`src/rtl/flash_poll_pkg.sv`:
```
package flash_poll_pkg;

  localparam int DATA_W   = 8;
  localparam int POLL_BIT = 7;
  localparam int TMO_BIT  = 5;

  typedef enum logic {
    ST_IDLE = 1'b0,
    ST_WAIT = 1'b1
  } ctrl_state_e;

  typedef enum logic [1:0] {
    PH_POLL  = 2'd0,
    PH_RECHK = 2'd1,
    PH_FINAL = 2'd2
  } poll_phase_e;

  typedef enum logic [2:0] {
    ACT_AGAIN = 3'd0,
    ACT_RECHK = 3'd1,
    ACT_FINAL = 3'd2,
    ACT_PASS  = 3'd3,
    ACT_FAIL  = 3'd4
  } poll_act_e;

endpackage

```
`src/rtl/flash_poll_wdog.sv`:
```
module flash_poll_wdog #(
  parameter int MAX_READS = 1024
) (
  input  logic clk,
  input  logic rst,
  input  logic clear,
  input  logic tick,
  output logic last
);
  localparam int CW = $clog2(MAX_READS + 1);
  localparam logic [CW-1:0] LIMIT_M1 = CW'(MAX_READS - 1);
  localparam logic [CW-1:0] LIMIT    = CW'(MAX_READS);

  logic [CW-1:0] cnt_q;

  always_ff @(posedge clk) begin
    if (rst || clear) begin
      cnt_q <= '0;
    end else if (tick) begin
      cnt_q <= cnt_q + 1'b1;
    end
  end

  // the read being judged now is the MAX_READS-th polling read
  assign last = (cnt_q == LIMIT_M1);

  // polling never runs past the limit
  a_r7_cnt_bound: assert property (@(posedge clk) disable iff (rst)
    cnt_q <= LIMIT);

endmodule

```
`src/rtl/flash_poll_judge.sv`:
```
module flash_poll_judge
  import flash_poll_pkg::*;
(
  input  poll_phase_e       phase,
  input  logic [DATA_W-1:0] rd_data,
  input  logic              exp_bit,
  input  logic              wd_last,
  output poll_act_e         act
);
  logic hit;
  logic tmo;

  assign hit = (rd_data[POLL_BIT] == exp_bit);
  assign tmo = rd_data[TMO_BIT];

  always_comb begin
    act = ACT_FAIL;
    unique case (phase)
      PH_POLL: begin
        if (hit)          act = ACT_FINAL;
        else if (tmo)     act = ACT_RECHK;
        else if (wd_last) act = ACT_FAIL;
        else              act = ACT_AGAIN;
      end
      PH_RECHK: act = hit ? ACT_FINAL : ACT_FAIL;
      PH_FINAL: act = ACT_PASS;
      default:  act = ACT_FAIL;
    endcase
  end

endmodule

```
`src/rtl/flash_poll_ctrl.sv`:
```
module flash_poll_ctrl
  import flash_poll_pkg::*;
#(
  parameter int AW        = 19,
  parameter int MAX_READS = 1024
) (
  input  logic              clk,
  input  logic              rst,
  input  logic              start,
  input  logic [AW-1:0]     start_addr,
  input  logic [DATA_W-1:0] start_data,
  input  logic              start_erase,
  output logic              rd_req,
  output logic [AW-1:0]     rd_addr,
  input  logic              rd_valid,
  input  logic [DATA_W-1:0] rd_data,
  output logic              busy,
  output logic              done,
  output logic              pass,
  output logic [DATA_W-1:0] result_data
);

  ctrl_state_e       state_q;
  poll_phase_e       phase_q;
  logic              exp_q;
  logic [AW-1:0]     addr_q;
  logic              req_q;
  logic              done_q;
  logic              pass_q;
  logic [DATA_W-1:0] res_q;

  logic      accept;
  logic      take;
  logic      wd_tick;
  logic      wd_last;
  poll_act_e act;

  assign accept  = start && (state_q == ST_IDLE);
  assign take    = rd_valid && (state_q == ST_WAIT);
  assign wd_tick = take && (phase_q == PH_POLL);

  flash_poll_wdog #(
    .MAX_READS (MAX_READS)
  ) u_wdog (
    .clk   (clk),
    .rst   (rst),
    .clear (accept),
    .tick  (wd_tick),
    .last  (wd_last)
  );

  flash_poll_judge u_judge (
    .phase   (phase_q),
    .rd_data (rd_data),
    .exp_bit (exp_q),
    .wd_last (wd_last),
    .act     (act)
  );

  always_ff @(posedge clk) begin
    if (rst) begin
      state_q <= ST_IDLE;
      phase_q <= PH_POLL;
      exp_q   <= 1'b0;
      addr_q  <= '0;
      req_q   <= 1'b0;
      done_q  <= 1'b0;
      pass_q  <= 1'b0;
      res_q   <= '0;
    end else begin
      done_q <= 1'b0;
      unique case (state_q)
        ST_IDLE: begin
          if (start) begin
            addr_q  <= start_addr;
            exp_q   <= start_erase | start_data[POLL_BIT];
            phase_q <= PH_POLL;
            req_q   <= 1'b1;
            state_q <= ST_WAIT;
          end
        end
        ST_WAIT: begin
          req_q <= 1'b0;
          if (rd_valid) begin
            unique case (act)
              ACT_AGAIN: req_q <= 1'b1;
              ACT_RECHK: begin
                phase_q <= PH_RECHK;
                req_q   <= 1'b1;
              end
              ACT_FINAL: begin
                phase_q <= PH_FINAL;
                req_q   <= 1'b1;
              end
              ACT_PASS, ACT_FAIL: begin
                done_q  <= 1'b1;
                pass_q  <= (act == ACT_PASS);
                res_q   <= rd_data;
                state_q <= ST_IDLE;
              end
              default: state_q <= ST_IDLE;
            endcase
          end
        end
        default: state_q <= ST_IDLE;
      endcase
    end
  end

  assign rd_req      = req_q;
  assign rd_addr     = addr_q;
  assign busy        = (state_q == ST_WAIT);
  assign done        = done_q;
  assign pass        = pass_q;
  assign result_data = res_q;

  // no second request while one is still open
  a_r10_one_outstanding: assert property (@(posedge clk) disable iff (rst)
    (req_q && !rd_valid) |=> !req_q);

  // requests only while an operation runs
  a_r10_req_when_busy: assert property (@(posedge clk) disable iff (rst)
    req_q |-> busy);

  // completion strobe lasts one cycle
  a_r9_done_pulse: assert property (@(posedge clk) disable iff (rst)
    done_q |=> !done_q);

  // outcome moves only together with done
  a_r9_pass_hold: assert property (@(posedge clk) disable iff (rst)
    !$stable(pass_q) |-> done_q);

  a_r9_result_hold: assert property (@(posedge clk) disable iff (rst)
    !$stable(res_q) |-> done_q);

  // polled address fixed for the whole operation
  a_r8_addr_hold: assert property (@(posedge clk) disable iff (rst)
    (busy && $past(busy)) |-> $stable(addr_q));

  // a pass is only reported after the confirming read
  a_r4_pass_after_final: assert property (@(posedge clk) disable iff (rst)
    (done_q && pass_q) |-> $past(phase_q == PH_FINAL));

endmodule

```
`config.mk`:
```
export PLATFORM = sky130hd
export DESIGN_NAME = flash_poll_ctrl
export DESIGN_NICKNAME = d
export VERILOG_FILES = /design/src/rtl/flash_poll_pkg.sv /design/src/rtl/flash_poll_wdog.sv /design/src/rtl/flash_poll_judge.sv /design/src/rtl/flash_poll_ctrl.sv
export SDC_FILE = /design/constraint.sdc
export NUM_CORES = 1
export LEC_CHECK = 0
export BUFFER_PORTS_ARGS = -buffer_cell sky130_fd_sc_hd__buf_2
export CORE_ASPECT_RATIO = 0.6
export CORE_MARGIN = 10
export CORE_UTILIZATION = 48
export DETAILED_ROUTE_END_ITERATION = 10
export PLACE_DENSITY_LB_ADDON = 0.1
export SLEW_MARGIN = 40
export SYNTH_ARGS = -nofsm -noshare
export SYNTH_HDL_FRONTEND = slang
export SYNTH_SLANG_ARGS = --single-unit
```
`constraint.sdc`:
```
create_clock -name clk -period 2.5 [get_ports clk]
set_clock_uncertainty 0.2 [all_clocks]
set_input_delay 0.125 -clock clk [delete_from_list [all_inputs] [get_ports clk]]
set_output_delay 0.125 -clock clk [all_outputs]
set_load 0.02 [all_outputs]
```
Word level (Yosys, flattened, before mapping)
Index checks and enable logic that the tools add are counted.
- register bits: 45
- input bits: 40
- output and inout port bits: 31
- reduce and logical (&&, ||, !) cells: 12
- equal/unequal tests: 11
- bitwise logic cells: 3
- $add $sub $neg: 1
- muxes and demuxes: 17
- operators with widths (cell ; number):
    3-bit 2-to-1 mux ; 4
    11-bit by 1-bit adder with 11-bit output, second input constant ; 1
    11-bit by 10-bit == test with 1-bit output, second input constant ; 1
    3-bit one-hot mux with 3 select lines ; 1
    2-bit one-hot mux with 2 select lines ; 2
    3-bit by 2-bit == test with 1-bit output, second input constant ; 2
    1-bit 2-to-1 mux ; 6
    3-bit AND reduction ; 2
    3-bit OR reduction ; 2
    2-bit 2-to-1 mux ; 2
    2-bit != test, second input constant ; 2
    1-bit one-hot mux with 2 select lines ; 2
    3-bit by 1-bit == test with 1-bit output, second input constant ; 1
    3-bit == test, second input constant ; 1
    1-bit logical AND ; 3
    3-bit zero test ; 1
    3-bit by 1-bit != test with 1-bit output, second input constant ; 1
    2-bit by 1-bit == test with 1-bit output, second input constant ; 1
    2-bit == test, second input constant ; 1
    2-bit zero test ; 1
    1-bit inverter ; 2
    2-bit AND reduction ; 1
    2-bit OR reduction ; 1
    1-bit == test ; 1
    other kinds (2) ; 2

Logic depth before layout (Yosys ltp)
- depth in word-level cells: 10
- depth in mapped cells: 6
- depth with buffers taken out: 5

Cells and area by module
Synthesis repeated with hierarchy kept, for this count alone.
- cell total of the unflattened synthesis: 219
- area total of the unflattened synthesis: 1896.8 um^2
- modules (own cells, without submodules) (module ; times used ; cells an instance ; seq. area each (um^2) ; area an instance (um^2)):
    flash_poll_ctrl ; 1 ; 154 ; 680.7 ; 1338.8
    flash_poll_wdog ; 1 ; 58 ; 220.2 ; 504.2
    flash_poll_judge ; 1 ; 7 ; 0.0 ; 53.8

Worst setup path before layout
Ideal clock, no wire load.
- path kind: register to register
- start: reg u_wdog.cnt_q[0]
- end: reg res_q[5] (netlist: result_data[5])
- library setup time: 0.116 ns
- setup slack: 0.400 ns
- stages on the path, launching flop included: 7
- period minus slack after synthesis: 2.100 ns
- arrival time: 1.784 ns
- path through: dfxtp_1 ha_1 nand3_1 or4_4 o32a_1 buf_6 a31o_1
- word-level cells in the longest chain between the ends: 8
- ends and longest elaborated chain (element ; line ; text):
    start: declaration ; flash_poll_wdog.sv:14 ; logic [CW-1:0] cnt_q;
    start signal: assignment ; flash_poll_wdog.sv:20 ; cnt_q <= cnt_q + 1'b1;
    11-bit by 10-bit == test with 1-bit output (*) ; flash_poll_wdog.sv:25 ; assign last = (cnt_q == LIMIT_M1);
    3-bit 2-to-1 mux (*) ; flash_poll_judge.sv:22 ; else if (wd_last) act = ACT_FAIL;
    3-bit 2-to-1 mux (*) ; flash_poll_judge.sv:21 ; else if (tmo) act = ACT_RECHK;
    3-bit 2-to-1 mux (*) ; flash_poll_judge.sv:20 ; if (hit) act = ACT_FINAL;
    3-bit one-hot mux with 3 select lines (*) ; flash_poll_judge.sv:18 ; unique case (phase)
    3-bit by 2-bit == test with 1-bit output / 3-bit == test (equally long branches) ; flash_poll_ctrl.sv:85 ; unique case (act)
    2-bit OR reduction (*) ; flash_poll_ctrl.sv:85 ;
    3-bit AND reduction (no line) (*) ; n/a ;
    end signal: assignment ; flash_poll_ctrl.sv:98 ; res_q <= rd_data;
    end: declaration ; flash_poll_ctrl.sv:30 ; logic [DATA_W-1:0] res_q;
Every way passes the cells marked *; elsewhere a longest branch is shown, timed or not.
A chain may end at the register's enable or synchronous reset.

Worst setup path in the final report
- start: in rd_data[5]
- end: reg res_q[5] (netlist: result_data[5])
- word-level cells in the longest chain between the ends: 6
- ends and longest elaborated chain (element ; line ; text):
    start: declaration ; flash_poll_ctrl.sv:16 ; input logic [DATA_W-1:0] rd_data,
    3-bit 2-to-1 mux ; flash_poll_judge.sv:21 ;
    3-bit 2-to-1 mux ; flash_poll_judge.sv:20 ;
    3-bit one-hot mux with 3 select lines ; flash_poll_judge.sv:18 ;
    3-bit by 2-bit == test with 1-bit output / 3-bit == test (equally long branches) ; flash_poll_ctrl.sv:85 ;
    2-bit OR reduction ; flash_poll_ctrl.sv:85 ;
    3-bit AND reduction (no line) ; n/a ;
Parallel ways exist; a longest one is shown, timed or not.

==> run summary <==
The layout overhead on the synthesized area is 39.5%. The number of max-capacitance violations reported came out at 0. The arrival time reported for the critical path endpoint is 2.44 ns. The congestion estimate from routability-driven global placement came to 0.793.

The boundary pin count is 71. The min-delay analysis places its worst path in the category in2reg. The average instance in the mapped netlist occupies 8.26 µm². The global route total overflow is 0. For the worst flop-to-flop path, the logic depth is 4. Traced cell by cell, the critical path runs through dlygate4sd3_1 > buf_2 > or2_2 > or4_4 > o32a_1 > a31o_1. The critical path is of the in2reg type. The buffer levels on the longest clock path is 2.

The horizontal extent of the die is 99.8 µm. The number of routed nets with antenna violations is 0. For this run, the number of Yosys warnings is 0. Counting every net in the synthesized netlist gives 263. TritonCTS built the clock tree.

Synthesis produced a netlist whose cell count is 222. In this run the standard cell core region covers 0.00368 mm². The maximum single-stage delay on the critical path came out at 0.54 ns.

The number of pins exceeding their max-slew limit in the final report was 0. The leakage power came out at 1.16 nW. The clock net in this run drives a total of 45 sinks. The number of iterations in the first detailed-routing pass is 4.

The number of antenna violations at the first check in global routing is 0. Measured along the y axis, the die boundary spans 67.9 µm. The top fanout value on the critical path is 10. The sequential element share of the synthesized area is 49.1%. The register bit total from synthesis came out at 45. The cell area after technology mapping came out at 0.00183 mm².

The tree is rooted in a sky130_fd_sc_hd__clkbuf_8. The number of port buffers is 63. The wire length of the first global-routing pass came out at 7710 µm. The fmax came out at 0.409 GHz. The flow ran to the end, and the final reports show no timing, DRC or antenna violations. For this configuration, the core starts out at a cell density of 49.8%. CTS built an H-tree with a depth of 2. The library cell used most frequently in the layout, excluding fill and tap cells, is sky130_fd_sc_hd__nand2_1. At the end of the flow, the number of nets in the layout was 353. The master of the slowest instance on the critical path is sky130_fd_sc_hd__o32a_1. The setup TNS is 0 ns. The total power divided by cell area is 552 mW/mm². The fraction of layout cells with a size suffix above 1 came out at 25.0%. The library cells used most frequently in the layout, excluding fill and tap cells, are 65 x sky130_fd_sc_hd__nand2_1, 63 x sky130_fd_sc_hd__buf_2, 45 x sky130_fd_sc_hd__dfxtp_1, 30 x sky130_fd_sc_hd__dlygate4sd3_1, 25 x sky130_fd_sc_hd__a21oi_1. The area enclosed by the die boundary is 0.00677 mm².

The clock buffer count from CTS is 5. The final critical delay including setup and external delays is 2.45 ns. Setup repair after global routing left no endpoint under its margin. The number of resized instances in the post-cts repair step is 0.

The count of antenna diodes in the layout came out at 0. Counting distinct cell types in the post-synthesis netlist gives 36. The total placed cells including tap cells came out at 322. The number of global-route vias before repair is 1602. The setup check on the worst reg-to-reg path leaves a slack of 0.20 ns. The via count normalized by instance count came out at 4.74. Among cell families on the critical path, the largest total delay comes from compound AO/OA/AOI/OAI gates. The final routed wire length divided by cell count is 13.1 µm. The final setup violation count came out at 0. The instance count on the critical path is 6. The required time at the worst-slack endpoint came out at 2.49 ns. Clock-pin slew was measured on the worst setup and hold paths at 0.08 ns. Global routing used 13.8% of the available tracks. At the pin with the least slew margin, the transition time is 0.579 ns. The last element of the critical path is result_data[5]$_SDFFE_PP0P_. The non-filler instance count after layout is 359. The DRC violation count after routing came out at 0. The endpoint class of the critical path is a flop.

The critical path starts at rd_data[5]. The start of the worst register-to-register path is u_wdog.cnt_q[4]$_SDFFE_PP0P_. The largest net degree at the start of global routing is 26. The first-iteration detailed-routing DRC count came out at 75. Detailed routing inserted a total of 1703 vias. The headroom to the max-slew limit came out at 60.9%. The detailed placer's ending HPWL is 3230 µm. The sum of buffers and inverters on the critical path came out at 2.

The worst register-to-register path ends at result_data[5]$_SDFFE_PP0P_. The startpoint class of the critical path is an input pin. The floorplan has 17 rows. The total count of hold-check failures in the final report was 0. Summing internal, switching and leakage power gives 1.41 mW. After layout, the worst path uses 97.9% of the clock period. The worst IR drop on VDD came out at 0.398 mV. The routed wire length came out at 4720 µm. The clock latency on the worst-skew pair is 0.29 ns.
[metrics by stage]
stage	worst slack (ns)	cell area [µm²]	hold WS, ns	util [%]
floorplan	0.400	1830	0.0610	-
global placement	0.238	2170	0.170	58.9
detailed placement	0.238	2170	0.171	58.9
CTS	0.0613	2560	0.0282	69.5
global route	0.00668	2560	0.0550	69.5
finish	0.0529	2560	0.0359	69.5
[report_power, final]
part	internal [mW]	total (mW)	switching (mW)	leakage, nW
Clock	0.219	0.452	0.234	0.0433
Combinational	0.0925	0.201	0.108	0.748
Sequential	0.741	0.757	0.0164	0.366
Total	1.05	1.41	0.358	1.16
[Yosys cell counts, drive strengths merged]
library cell,instances,area share (%)
mux2,1,0.61
buf,4,1.8
and3,1,0.34
nand3,3,0.82
nand4,1,0.68
nor4,3,1.0
mux2i,7,3.8
nor2b,1,0.34
or3,1,0.34
o2111ai,1,0.48
nand2,65,13
clkbuf,10,2.0
nor4bb,1,0.55
nor4b,1,0.48
or2,1,0.34
o31ai,1,0.41
nand4bb,1,0.61
xnor2,8,3.8
ha,1,0.68
and3b,1,0.48
o211a,1,0.55
xor2,1,0.48
a21oi,25,6.8
a311oi,1,0.48
o21bai,1,0.41
nor2,14,2.9
or4,1,0.61
o32a,1,0.55
nand2b,1,0.34
inv,6,1.2
o21ai,3,0.82
a31o,1,0.48
nor3,8,2.2
dfxtp,45,49
[registers in the layout, summed over array words and instances (netlist names)]
| signal | count |
|---|---|
| rd_addr | 19 |
| u_wdog.cnt_q | 11 |
| result_data | 8 |
| phase_q | 2 |
| busy | 1 |
| done | 1 |
| exp_q | 1 |
| pass | 1 |
| rd_req | 1 |
[logic make-up after synthesis]
logic type               Yosys count  share of synthesized area (%)
AND/OR/NAND/NOR                  104                           25.3
flip-flops                        45                           49.1
AO/OA/AOI/OAI                     35                           11.0
buffers and inverters             20                           5.12
XOR/XNOR                           9                           4.30
multiplexers                       8                           4.44
adder cells (fa/ha/maj)            1                          0.682
[per-layer routing]
layer  wire length, µm  track usage [%]  vias to the layer above  share of wire, %
li1                  -                -                      914                 -
met1              2430             18.6                      734                52
met2              1910             20.0                       48                40
met3               315             5.23                        7               6.7
met4                60             4.45                        0               1.3
met5                 0                0                        -                 0
[timing repair]
action,4_1_cts,5_1_grt
hold endpoints to repair,29,0
buffers inserted,0,0
hold buffers,30,0
[worst min path at each step]
stage / cells past startpoint / slack, ns / to / startpoint
2_1_floorplan: 2 / 0.06 / rd_addr[0]$_SDFFE_PP0P_ / start_addr[0]
3_3_place_gp: 3 / 0.17 / rd_addr[18]$_SDFFE_PP0P_ / start_addr[18]
3_5_place_dp: 3 / 0.17 / rd_addr[8]$_SDFFE_PP0P_ / start_addr[8]
4_1_cts: 5 / 0.03 / rd_req$_SDFFE_PP0P_ / rd_valid
5_1_grt: 5 / 0.06 / rd_req$_SDFFE_PP0P_ / rd_valid
6_report: 5 / 0.04 / rd_req$_SDFFE_PP0P_ / rd_valid
[worst register-to-register path, cell delays in order (launching register included)]
cell and delay, ns:
sky130_fd_sc_hd__dfxtp_1 0.43, sky130_fd_sc_hd__nand4_2 0.15, sky130_fd_sc_hd__or4_4 0.58, sky130_fd_sc_hd__o32a_1 0.54, sky130_fd_sc_hd__a31o_1 0.29
[cell type report]
| cell class | count | area, µm² |
|---|---|---|
| well taps | 47 | 58.8 |
| flip-flops and latches | 45 | 901 |
| fillers | 309 | 1120 |
| clock buffers | 6 | 82.6 |
| clock inverters | 1 | 7.51 |
| inverters | 6 | 22.5 |
| multi-input cells | 157 | 838 |
| repair buffers | 97 | 646 |
(Power assumes the default switching activity.)
